==> src/rtl/rqrx_pkg.sv <==
package rqrx_pkg;
  localparam int HDR_BYTES = 14;
  localparam int CMD_BYTES = 8;
  localparam int IDX_W     = $clog2(HDR_BYTES + CMD_BYTES);
  localparam int TYPE_HI   = HDR_BYTES - 2;
  localparam int TYPE_LO   = HDR_BYTES - 1;
  localparam int OPC_IDX   = HDR_BYTES;
  localparam int ADR_IDX   = HDR_BYTES + 4;
  localparam int CMD_END   = HDR_BYTES + CMD_BYTES - 1;

  localparam logic [7:0] OP_MEMWR = 8'h01;
  localparam logic [7:0] OP_READ  = 8'h02;
  localparam logic [7:0] OP_PING  = 8'h03;

  typedef enum logic [2:0] {
    S_IDLE, S_HDR, S_CMD, S_CHECK, S_DO, S_WMEM, S_FILL, S_DRAIN
  } state_t;
endpackage

==> src/rtl/rqrx_decode.sv <==
module rqrx_decode (
  input  logic [7:0] opcode,
  output logic       known,
  output logic       is_write
);
  import rqrx_pkg::*;
  always_comb begin
    is_write = (opcode == OP_MEMWR);
    known    = is_write || (opcode == OP_READ) || (opcode == OP_PING);
  end
endmodule

==> src/rtl/rqrx_field_cap.sv <==
module rqrx_field_cap #(
  parameter int IDX_W = 5
) (
  input  logic             clk,
  input  logic             rst,
  input  logic             take,
  input  logic [IDX_W-1:0] idx,
  input  logic [7:0]       din,
  output logic [7:0]       type_hi,
  output logic [7:0]       opcode,
  output logic [31:0]      addr
);
  import rqrx_pkg::*;

  always_ff @(posedge clk) begin
    if (rst) begin
      type_hi <= '0;
      opcode  <= '0;
    end else if (take) begin
      if (idx == IDX_W'(TYPE_HI)) type_hi <= din;
      if (idx == IDX_W'(OPC_IDX)) opcode  <= din;
    end
  end

  for (genvar g = 0; g < 4; g++) begin : g_addr
    always_ff @(posedge clk) begin
      if (rst)
        addr[31-8*g -: 8] <= '0;
      else if (take && idx == IDX_W'(ADR_IDX + g))
        addr[31-8*g -: 8] <= din;
    end
  end
endmodule

==> src/rtl/rqrx_err_ctr.sv <==
module rqrx_err_ctr #(
  parameter int W = 8
) (
  input  logic         clk,
  input  logic         rst,
  input  logic         bump,
  output logic [W-1:0] count
);
  always_ff @(posedge clk) begin
    if (rst)       count <= '0;
    else if (bump) count <= count + 1'b1;
  end
endmodule

==> src/rtl/rqrx_top.sv <==
module rqrx_top #(
  parameter int MEM_AW = 10,
  parameter int ERR_W  = 8
) (
  input  logic              clk,
  input  logic              rst,
  input  logic [15:0]       cfg_etype,
  input  logic              pkt_avail,
  input  logic              in_valid,
  input  logic [7:0]        in_data,
  input  logic              in_last,
  output logic              in_ready,
  output logic              mem_we,
  output logic [MEM_AW-1:0] mem_addr,
  output logic [7:0]        mem_wdata,
  input  logic              fifo_full,
  output logic              fifo_we,
  output logic [39:0]       fifo_data,
  output logic [ERR_W-1:0]  err_count
);
  import rqrx_pkg::*;

  state_t            state;
  logic [IDX_W-1:0]  idx;
  logic [MEM_AW-1:0] off;
  logic              eop_seen;
  logic [7:0]        type_hi, opcode;
  logic [31:0]       addr;
  logic              known, is_write;
  logic              take, type_ok, trunc;

  assign in_ready = (state == S_HDR) || (state == S_CMD) ||
                    (state == S_WMEM) || (state == S_DRAIN);
  assign take     = in_valid && in_ready;
  assign type_ok  = ({type_hi, in_data} == cfg_etype);
  assign trunc    = take && in_last &&
                    ((state == S_HDR && (idx != IDX_W'(TYPE_LO) || type_ok)) ||
                     (state == S_CMD && idx != IDX_W'(CMD_END)));

  rqrx_field_cap #(.IDX_W(IDX_W)) u_cap (
    .clk(clk), .rst(rst), .take(take && state != S_WMEM && state != S_DRAIN),
    .idx(idx), .din(in_data), .type_hi(type_hi), .opcode(opcode), .addr(addr)
  );

  rqrx_decode u_dec (.opcode(opcode), .known(known), .is_write(is_write));

  rqrx_err_ctr #(.W(ERR_W)) u_err (
    .clk(clk), .rst(rst), .bump(trunc), .count(err_count)
  );

  always_ff @(posedge clk) begin
    if (rst) begin
      state     <= S_IDLE;
      idx       <= '0;
      off       <= '0;
      eop_seen  <= 1'b0;
      mem_we    <= 1'b0;
      mem_addr  <= '0;
      mem_wdata <= '0;
      fifo_we   <= 1'b0;
      fifo_data <= '0;
    end else begin
      mem_we  <= 1'b0;
      fifo_we <= 1'b0;
      case (state)
        S_IDLE: begin
          idx      <= '0;
          eop_seen <= 1'b0;
          if (pkt_avail) state <= S_HDR;
        end
        S_HDR: if (take) begin
          idx <= idx + 1'b1;
          if (in_last)                       state <= S_IDLE;
          else if (idx == IDX_W'(TYPE_LO))   state <= type_ok ? S_CMD : S_DRAIN;
        end
        S_CMD: if (take) begin
          idx <= idx + 1'b1;
          if (idx == IDX_W'(CMD_END)) begin
            eop_seen <= in_last;
            state    <= S_CHECK;
          end else if (in_last) begin
            state <= S_IDLE;
          end
        end
        S_CHECK: begin
          if (known)         state <= S_DO;
          else if (eop_seen) state <= S_IDLE;
          else               state <= S_DRAIN;
        end
        S_DO: begin
          off <= '0;
          if (is_write) state <= eop_seen ? S_IDLE : S_WMEM;
          else          state <= S_FILL;
        end
        S_WMEM: if (take) begin
          mem_we    <= 1'b1;
          mem_addr  <= addr[MEM_AW-1:0] + off;
          mem_wdata <= in_data;
          off       <= off + 1'b1;
          if (in_last) state <= S_IDLE;
        end
        S_FILL: if (!fifo_full) begin
          fifo_we   <= 1'b1;
          fifo_data <= {addr, opcode};
          state     <= eop_seen ? S_IDLE : S_DRAIN;
        end
        S_DRAIN: if (take && in_last) state <= S_IDLE;
        default: state <= S_IDLE;
      endcase
    end
  end
endmodule

==> config.mk <==
export PLATFORM = sky130hd
export DESIGN_NAME = rqrx_top
export DESIGN_NICKNAME = d
export VERILOG_FILES = /design/src/rtl/rqrx_pkg.sv /design/src/rtl/rqrx_decode.sv /design/src/rtl/rqrx_field_cap.sv /design/src/rtl/rqrx_err_ctr.sv /design/src/rtl/rqrx_top.sv
export SDC_FILE = /design/constraint.sdc
export NUM_CORES = 1
export LEC_CHECK = 0
export BUFFER_PORTS_ARGS = -buffer_cell sky130_fd_sc_hd__buf_4
export CAP_MARGIN = 20
export CORE_MARGIN = 3
export CORE_UTILIZATION = 53
export DETAILED_ROUTE_END_ITERATION = 8
export PLACE_DENSITY = 0.76
export SYNTH_ARGS = -nofsm -noshare
export SYNTH_HDL_FRONTEND = slang
export SYNTH_SLANG_ARGS = --single-unit
==> constraint.sdc <==
create_clock -name clk -period 2.8 [get_ports clk]
set_input_delay 0.42 -clock clk [delete_from_list [all_inputs] [get_ports clk]]
set_output_delay 0.42 -clock clk [all_outputs]
set_load 0.01 [all_outputs]
* After elaboration in Yosys (flattened, before gate mapping)
Cells that the tools add are included.
Word-level totals: register bits after elaboration 135, input bits 30, logic and storage cells 112
Operators by class: add/sub/neg operators 4, bitwise gates (word level) 3, reductions and logical operators 33, equality and inequality tests 31, multiplexer cells 25
Operator list (count):
- two-way mux 3 bit | 15
- case mux 3 bit (8 select lines) | 1
- equality test 5 bit, second input constant | 4
- case mux 10 bit (2 select lines) | 1
- equality test 16 bit | 1
- equality test 8 x 2 -> 1 bit, second input constant | 2
- equality test 5 x 4 -> 1 bit, second input constant | 3
- equality test 3 bit, second input constant | 4
- AND reduction 2 bit | 6
- logical AND 1 bit | 11
- adder 10 x 1 -> 10 bit, second input constant | 1
- adder 10 bit | 1
- two-way mux 10 bit | 1
- inequality test 2 bit, second input constant | 5
- case mux 5 bit (2 select lines) | 1
- adder 8 x 1 -> 8 bit, second input constant | 1
- equality test 8 x 1 -> 1 bit, second input constant | 1
- logical OR 1 bit | 7
- AND reduction 7 bit | 1
- equality test 3 x 2 -> 1 bit, second input constant | 2
- inequality test 2 x 1 -> 1 bit, second input constant | 3
- inequality test 3 bit, second input constant | 2
- nonzero test 2 bit | 3
- OR reduction 2 bit | 3
- other kinds (11) | 16

* Longest topological paths before layout
Gate-level depths: netlist (run 1).
word-level depth 8, gate-level depth with buffers 7, gate-level depth less buffers 7

* Hierarchy
From an unflattened synthesis (run 1), not the netlist that was laid out.
Second synthesis, totals: cell total of the unflattened synthesis 688, area total of the unflattened synthesis 6100.9 sq um
Modules (own cells, without submodules):
- rqrx_top | area an instance 3773.6 sq um, instances 1, cells each 469
- rqrx_field_cap | area an instance 1951.9 sq um, instances 1, cells each 178
- rqrx_err_ctr | area an instance 339.1 sq um, instances 1, cells each 37
- rqrx_decode | area an instance 36.3 sq um, instances 1, cells each 4

* Worst setup path after synthesis (run 1)
Ideal clock, no wire load.
path type in2reg, start input port in_data[0], end register u_err.count[6], arrival time 1.939 ns, stages 6, path buffers 1, data required time 2.677 ns, slack 0.738 ns, cells stage by stage buf_2 xor2_1 nor4_1 nand4_2 a2111oi_4 mux2_1
Between the ends: cells in the longest elaborated chain, start to end 5
Ends and longest elaborated chain:
- start: declaration | line rqrx_top.sv:10 | input logic [7:0] in_data,
- equality test 16 bit | line rqrx_top.sv:35 | assign type_ok = ({type_hi, in_data} == cfg_etype);
- logical OR 1 bit | line rqrx_top.sv:37 | ((state == S_HDR && (idx != IDX_W'(TYPE_LO) || type_ok)) ||
- logical AND 1 bit | line rqrx_top.sv:37
- logical OR 1 bit | line rqrx_top.sv:37
- logical AND 1 bit | line rqrx_top.sv:36 | assign trunc = take && in_last &&
- end signal: assignment | line rqrx_err_ctr.sv:11 | else if (bump) count <= count + 1'b1;
- end: declaration | line rqrx_err_ctr.sv:7 | output logic [W-1:0] count
Every way passes these cells. A chain may end at the register's enable or synchronous reset.

* Worst setup path in the final report (run 1)
start register state[1], end register u_err.count[6]
Between the ends: cells in the longest elaborated chain, start to end 7, elaborated cells on any way between the ends 13, those cells by class 4 x eq/ne; 9 x reduce/logical
Ends and longest elaborated chain:
- start: declaration | line rqrx_top.sv:23 | state_t state;
- start signal: assignment | line rqrx_top.sv:74 | else if (idx == IDX_W'(TYPE_LO)) state <= type_ok ? S_CMD : S_DRAIN;
- start signal: assignment | line rqrx_top.sv:92 | if (is_write) state <= eop_seen ? S_IDLE : S_WMEM;
- start signal: assignment | line rqrx_top.sv:105 | state <= eop_seen ? S_IDLE : S_DRAIN;
- equality test 3 x 1 -> 1 bit or equality test 3 x 2 -> 1 bit (tied branches) | line rqrx_top.sv:32, rqrx_top.sv:37, rqrx_top.sv:38
- logical OR 1 bit (2 in a row) | line rqrx_top.sv:32 | assign in_ready = (state == S_HDR) || (state == S_CMD) ||
- logical OR 1 bit | line rqrx_top.sv:33 | (state == S_WMEM) || (state == S_DRAIN);
- logical AND 1 bit | line rqrx_top.sv:34 | assign take = in_valid && in_ready;
- logical AND 1 bit | line rqrx_top.sv:36
- logical AND 1 bit * | line rqrx_top.sv:36
Every way passes the cells marked *; elsewhere a longest branch is shown, timed or not.

==> results of run 1 <==
## synth_stat cells, types with 12 or more instances
cell	n	area [um2]
a211oi_1	12	90.1
a21oi_1	85	425
clkbuf_1	35	131
dfxtp_1	135	2700
ha_1	15	188
mux2i_1	33	330
nand2_1	133	499
nand3_1	26	130
nor2_1	73	274
o21ai_0	12	60.1
xor2_1	29	254
## layout make-up
type | instances | area (um2) | area share
Multi-Input combinational cell | 520 | 3100 | 0.419
Sequential cell | 135 | 2700 | 0.365
Timing Repair Buffer | 104 | 781 | 0.106
Clock buffer | 21 | 470 | 0.0636
Tap cell | 140 | 175 | 0.0237
Clock inverter | 11 | 124 | 0.0167
Inverter | 11 | 41.3 | 0.00558
## state kept, by name (all words and copies together), names as in the netlist, 3 cells and up
name           flops
u_err.count        8
mem_wdata          8
state              3
off               10
fifo_data         40
idx                5
mem_addr          10
u_cap.addr        32
u_cap.opcode       8
u_cap.type_hi      8
## worst max-delay path: cells and delay by family (launching register included)
family	cells	cell delay [ps]
AOI/OAI and AO/OA	2	750
DFF	1	600
and+or+nand+nor	2	600
muxes	1	350
## power groups by stage
stage | logic [uW] | registers, uW | clock network (uW)
6_report | 579 | 2050 | 2220
3_5_place_dp | 570 | 2080 | 0
4_1_cts | 573 | 2040 | 2230
5_1_grt | 627 | 2050 | 2330
3_3_place_gp | 546 | 2070 | 0
2_1_floorplan | 463 | 2030 | 0
## placed cells by master (no fill, tap or decap), drive strengths merged, types with 12 or more instances in the layout
cell type / count
nand2: 133
o21ai: 12
a211oi: 12
dfxtp: 135
buf: 104
nor2: 74
a21oi: 85
nand3: 26
xor2: 29
ha: 15
mux2i: 33
clkbuf: 21
## logic make-up (layout without fill, tap and decap cells)
kind of cell / Yosys count / count (layout)
AND/OR/NAND/NOR: 296 / 296
XOR/XNOR: 33 / 33
buffers and inverters: 57 / 147
multiplexers: 41 / 41
adder cells (fa/ha/maj): 16 / 16
flip-flops: 135 / 135
AO/OA/AOI/OAI: 134 / 134
## path summary, 6_finish.rpt
kind,slack (ps),cells after the start,to
max,390,5,u_err.count[6]
min reg2reg,450,2,fifo_data[30]
min,300,3,eop_seen
max reg2reg,390,5,u_err.count[6]
## per-layer routing
layer,vias to the layer above,wire length (um),part of all wire,GRT usage
met1,2525,6500,0.42,0.296
li1,2578,-,-,-
met5,-,0,0,0
met4,0,347,0.022,0.100
met2,186,7780,0.50,0.417
met3,27,891,0.057,0.0465
## stage by stage
step / hold slack, ps / cell area [um2] / worst slack, ps
floorplan: 431 / 6050 / 738
finish: 303 / 7400 / 388
CTS: 298 / 7400 / 412
detailed placement: 448 / 6800 / 424
global placement: 440 / 6800 / 504
global route: 338 / 7400 / 240
==> out/metrics.cfg, run 1 <==
[outcome]
outcome=completed

[setup_path]
path_cells=nand2b_1 -> nand2b_1 -> a211o_1 -> a2111oi_4 -> mux2_1
slowest_stage=dfxtp_1
max_stage_delay_ps=600
rr_startpoint=state[1]
endpoint_kind=flip-flop
path_class=reg2reg
critPathLaunchType=flip-flop
crit_path_start=state[1]
cp_max_fo=16
crit_required_ps=3100
crit_top_cell=nand2b_1
critPathArrivalTime_ps=2710

[routing]
routed_wl_um=15500
route.detailed.drc=0
vias=5316
wl_per_cell_um=16.5
drt-pass1-iter-count=5
drtIter0Drc=255
final_antenna_net_count=0
via_per_inst=5.64

[finish]
synthToLayoutAreaGrowth_pct=22.3
layout.nets=835
insertedDiodeCount=0
drive_gt1_frac=0.187
final-instance-count-excl-fill=942
fin_util=0.674
n_fill_cell=894

[floorplan]
die_w_um=113
rows=38
ios=99
die_area_mm2=0.0127
coreArea_mm2=0.0110
die_h_um=113
start_util=0.551

[pwr]
p_leak_uw=0.00304
combPwrFrac=0.120
switching_power_uw=1280
pwr-share-clk=0.458
p_int_uw=3560
seqPwrFrac=0.422
p_per_area_mw_per_mm2=654
power_uw=4840
swShare=0.264
peakVddDrop_v=0.000442

[timing]
report.final.slew_viol_count=0
fin_crit_ps=2410
relSlewSlack=0.382
finClkSkew_ps=5.92
fin_crit_sh=0.862
setup-tns-final_ps=0
hold_viol_final=0
setup_viol=0
worst_pin_slew_ps=927
grt_setup_unrepaired=false
max_freq_mhz=415

[global_route]
grt_pass1_wl_um=25000
grt_max_degree=49
antenna_found_initial=0
grt_pass1_vias=5216
grt_util_all_layers=0.242
overflow=0

[clocking]
htree_levels=4
clk_path_buf_depth=2
cts.sinks=135
numCtsBuffers=17
cts_tree=built
post_cts_buffers=0
clk_latency_ps=410
cts_hold_buffers=0
clkTransAtPathRegs_ps=60
ctsResizeCount=0
cts-root-buf=clkbuf_16

[synthesis]
synth_edf_count=0
yosys_warnings=0
yosysSeqAreaShare=0.447
synth-compound-area-share=0.136
yosys.area_share.simple=0.225
synth_area_per_cell_um2=8.49
syn_inst=712
syn_area_mm2=0.00605
synthArstFlopShare=0
synth-adder-area-share=0.0343
synth_top_family_by_area=simple AND/OR/NAND/NOR gates
ys_ff_latch=135
synth_mux_area_frac=0.0695
synthXorXnorAreaFrac=0.0478
synth.distinct_cells=57
syn-num-nets=758
ys.flop_type=dfxtp_1

[min_path]
hold_class=in2reg
min_from=in_last

[placement]
place_congestion=0.907
io_buffers=98
dp_cells=910
place_hpwl_um=10800

[flow_run]
max_cap_viol_count=0

(Power assumes the default switching activity.)
==> run 2: changes to the inputs <==
- CELL_PAD_IN_SITES_DETAIL_PLACEMENT: unset -> 1
- CELL_PAD_IN_SITES_GLOBAL_PLACEMENT: unset -> 2
- CORE_UTILIZATION: 53 -> 34
- PLACE_DENSITY: 0.76 -> unset
- PLACE_DENSITY_LB_ADDON: unset -> 0.1
==> run 2 against run 1 <==
Net effect: critical path type unchanged; clock skew up 1.8 ps; non-clock buffer count is 5 higher; total power shrank 0.20%; worst setup slack improved by 140 ps; critical path depth rose by 2; worst hold slack better by 13 ps; via count shrank 1.7%; flip-flop and latch count is the same; core utilization decreased by 24 points.
==> out/metrics.cfg, run 2 (synthesis gave the netlist of run 1 again) <==
[placement]
dp_slack_ps=390
io_buffers=98
place_hpwl_um=13100
place_congestion=0.798

[timing]
relSlewSlack=0.345
grt_setup_unrepaired=false
worst_pin_slew_ps=982
hold_viol_final=0
fin_ws_ps=526
max_freq_mhz=440
setup_viol=0
setup-tns-final_ps=0
fin_crit_sh=0.812
report.final.slew_viol_count=0
finClkSkew_ps=7.76
fin_crit_ps=2270

[setup_path]
cp_max_fo=7
path_cells=inv_1 -> ha_1 -> nand4b_1 -> nand2b_1 -> a211o_1 -> a2111oi_4 -> mux2_1
critPathArrivalTime_ps=2580
path_class=reg2reg
endpoint_kind=flip-flop
rr_startpoint=idx[1]
crit_required_ps=3110
path_delay_family=compound AO/OA/AOI/OAI gates
critPathBufInv=1
max_stage_delay_ps=420
r2r_slack_ps=530
rr_endpoint=u_err.count[6]
ff2ff_path_depth=7
slowest_stage=a211o_1
critPathLaunchType=flip-flop

[finish]
drive_gt1_frac=0.193
final_common_cell=dfxtp_1
layout_common_cells=135 x dfxtp_1, 133 x nand2_1, 108 x buf_4, 85 x a21oi_1, 73 x nor2_1
synthToLayoutAreaGrowth_pct=24.6
multi_input_area_mm2=0.00310
largest_reg_flops=40
n_fill_cell=2040
regMostFlops=fifo_data
final-seq-area_mm2=0.00270
layout.nets=840
reg.largest.list=fifo_data: 40 flops, u_cap.addr: 32 flops
insertedDiodeCount=0

[floorplan]
die_area_mm2=0.0194
die_w_um=139
coreArea_mm2=0.0174
start_util=0.348
rows=48
ios=99
die_h_um=139

[global_route]
grt_pass1_vias=5403
grt_pass1_wl_um=29400
overflow=0
grt_util_all_layers=0.189
antenna_found_initial=0
grt_max_degree=66

[clocking]
clkTransAtPathRegs_ps=60
cts_tree=built
cts-root-buf=clkbuf_16
clk_path_buf_depth=2
post_cts_buffers=0
cts.sinks=135
cts_hold_buffers=0
clk_latency_ps=420
numCtsBuffers=17
ctsResizeCount=0
htree_levels=4

[min_path]
min_from=in_last
holdPathStages=3
min_to=eop_seen
hold_class=in2reg

[outcome]
outcome=completed

[routing]
vias=5228
routed_wl_um=18100
final_antenna_net_count=0
wl_per_cell_um=17.6
drtIter0Drc=219
via_per_inst=5.07
drt-pass1-iter-count=5
route.detailed.drc=0

[pwr]
p_per_area_mw_per_mm2=641
p_leak_uw=0.00305
peakVddDrop_v=0.000450

[flow_run]
max_cap_viol_count=0

## run 2: where the power goes
part           switching [uW]  total [uW]  internal (uW)
Combinational             390         638            247
Clock                     900        2170           1270
Sequential               65.0        2020           1950
Total                    1360        4830           3480
## run 2: worst max-delay path by stage
stage	cells past startpoint	start	endpoint	slack [ps]
after floorplan	6	in_data[0]	u_err.count[6]	740
after global placement	6	in_data[2]	u_err.count[6]	430
after detailed placement	6	in_data[3]	u_err.count[6]	390
after CTS	5	state[0]	fifo_data[23]	480
after global routing	5	state[0]	fifo_data[28]	270
final	7	idx[1]	u_err.count[6]	530
## run 2: per-stage QoR
stage | util | hold slack, ps | area, um2 | std cells | total power [uW]
after floorplan | - | 431 | 6050 | 712 | 2490
after global placement | 0.401 | 441 | 6960 | 1000 | 2680
after detailed placement | 0.401 | 451 | 6960 | 1000 | 2700
after CTS | 0.434 | 298 | 7530 | 1032 | 4880
after global routing | 0.434 | 322 | 7530 | 1032 | 5060
final | 0.434 | 316 | 7530 | 1032 | 4830
## run 2: area by class of cell
type,instances,area share
clock inverter,13,0.0161
clock buffer,19,0.0601
sequential,135,0.359
tap,225,0.0374
multi-input combinational,520,0.412
timing repair buffer,109,0.110
inverter,11,0.00548
## run 2: worst register-to-register path, stage by stage, from the launching register on
cell and delay [ps]:
dfxtp_1 380, inv_1 110, ha_1 210, nand4b_1 230, nand2b_1 90, a211o_1 420, a2111oi_4 370, mux2_1 350
## run 2: metal layers
layer / global-route usage / vias to the layer above / wire length [um]
met5: 0 / - / 0
met1: 0.253 / 2535 / 8560
met2: 0.308 / 83 / 8760
li1: - / 2590 / -
met3: 0.0375 / 20 / 594
met4: 0.0602 / 0 / 229
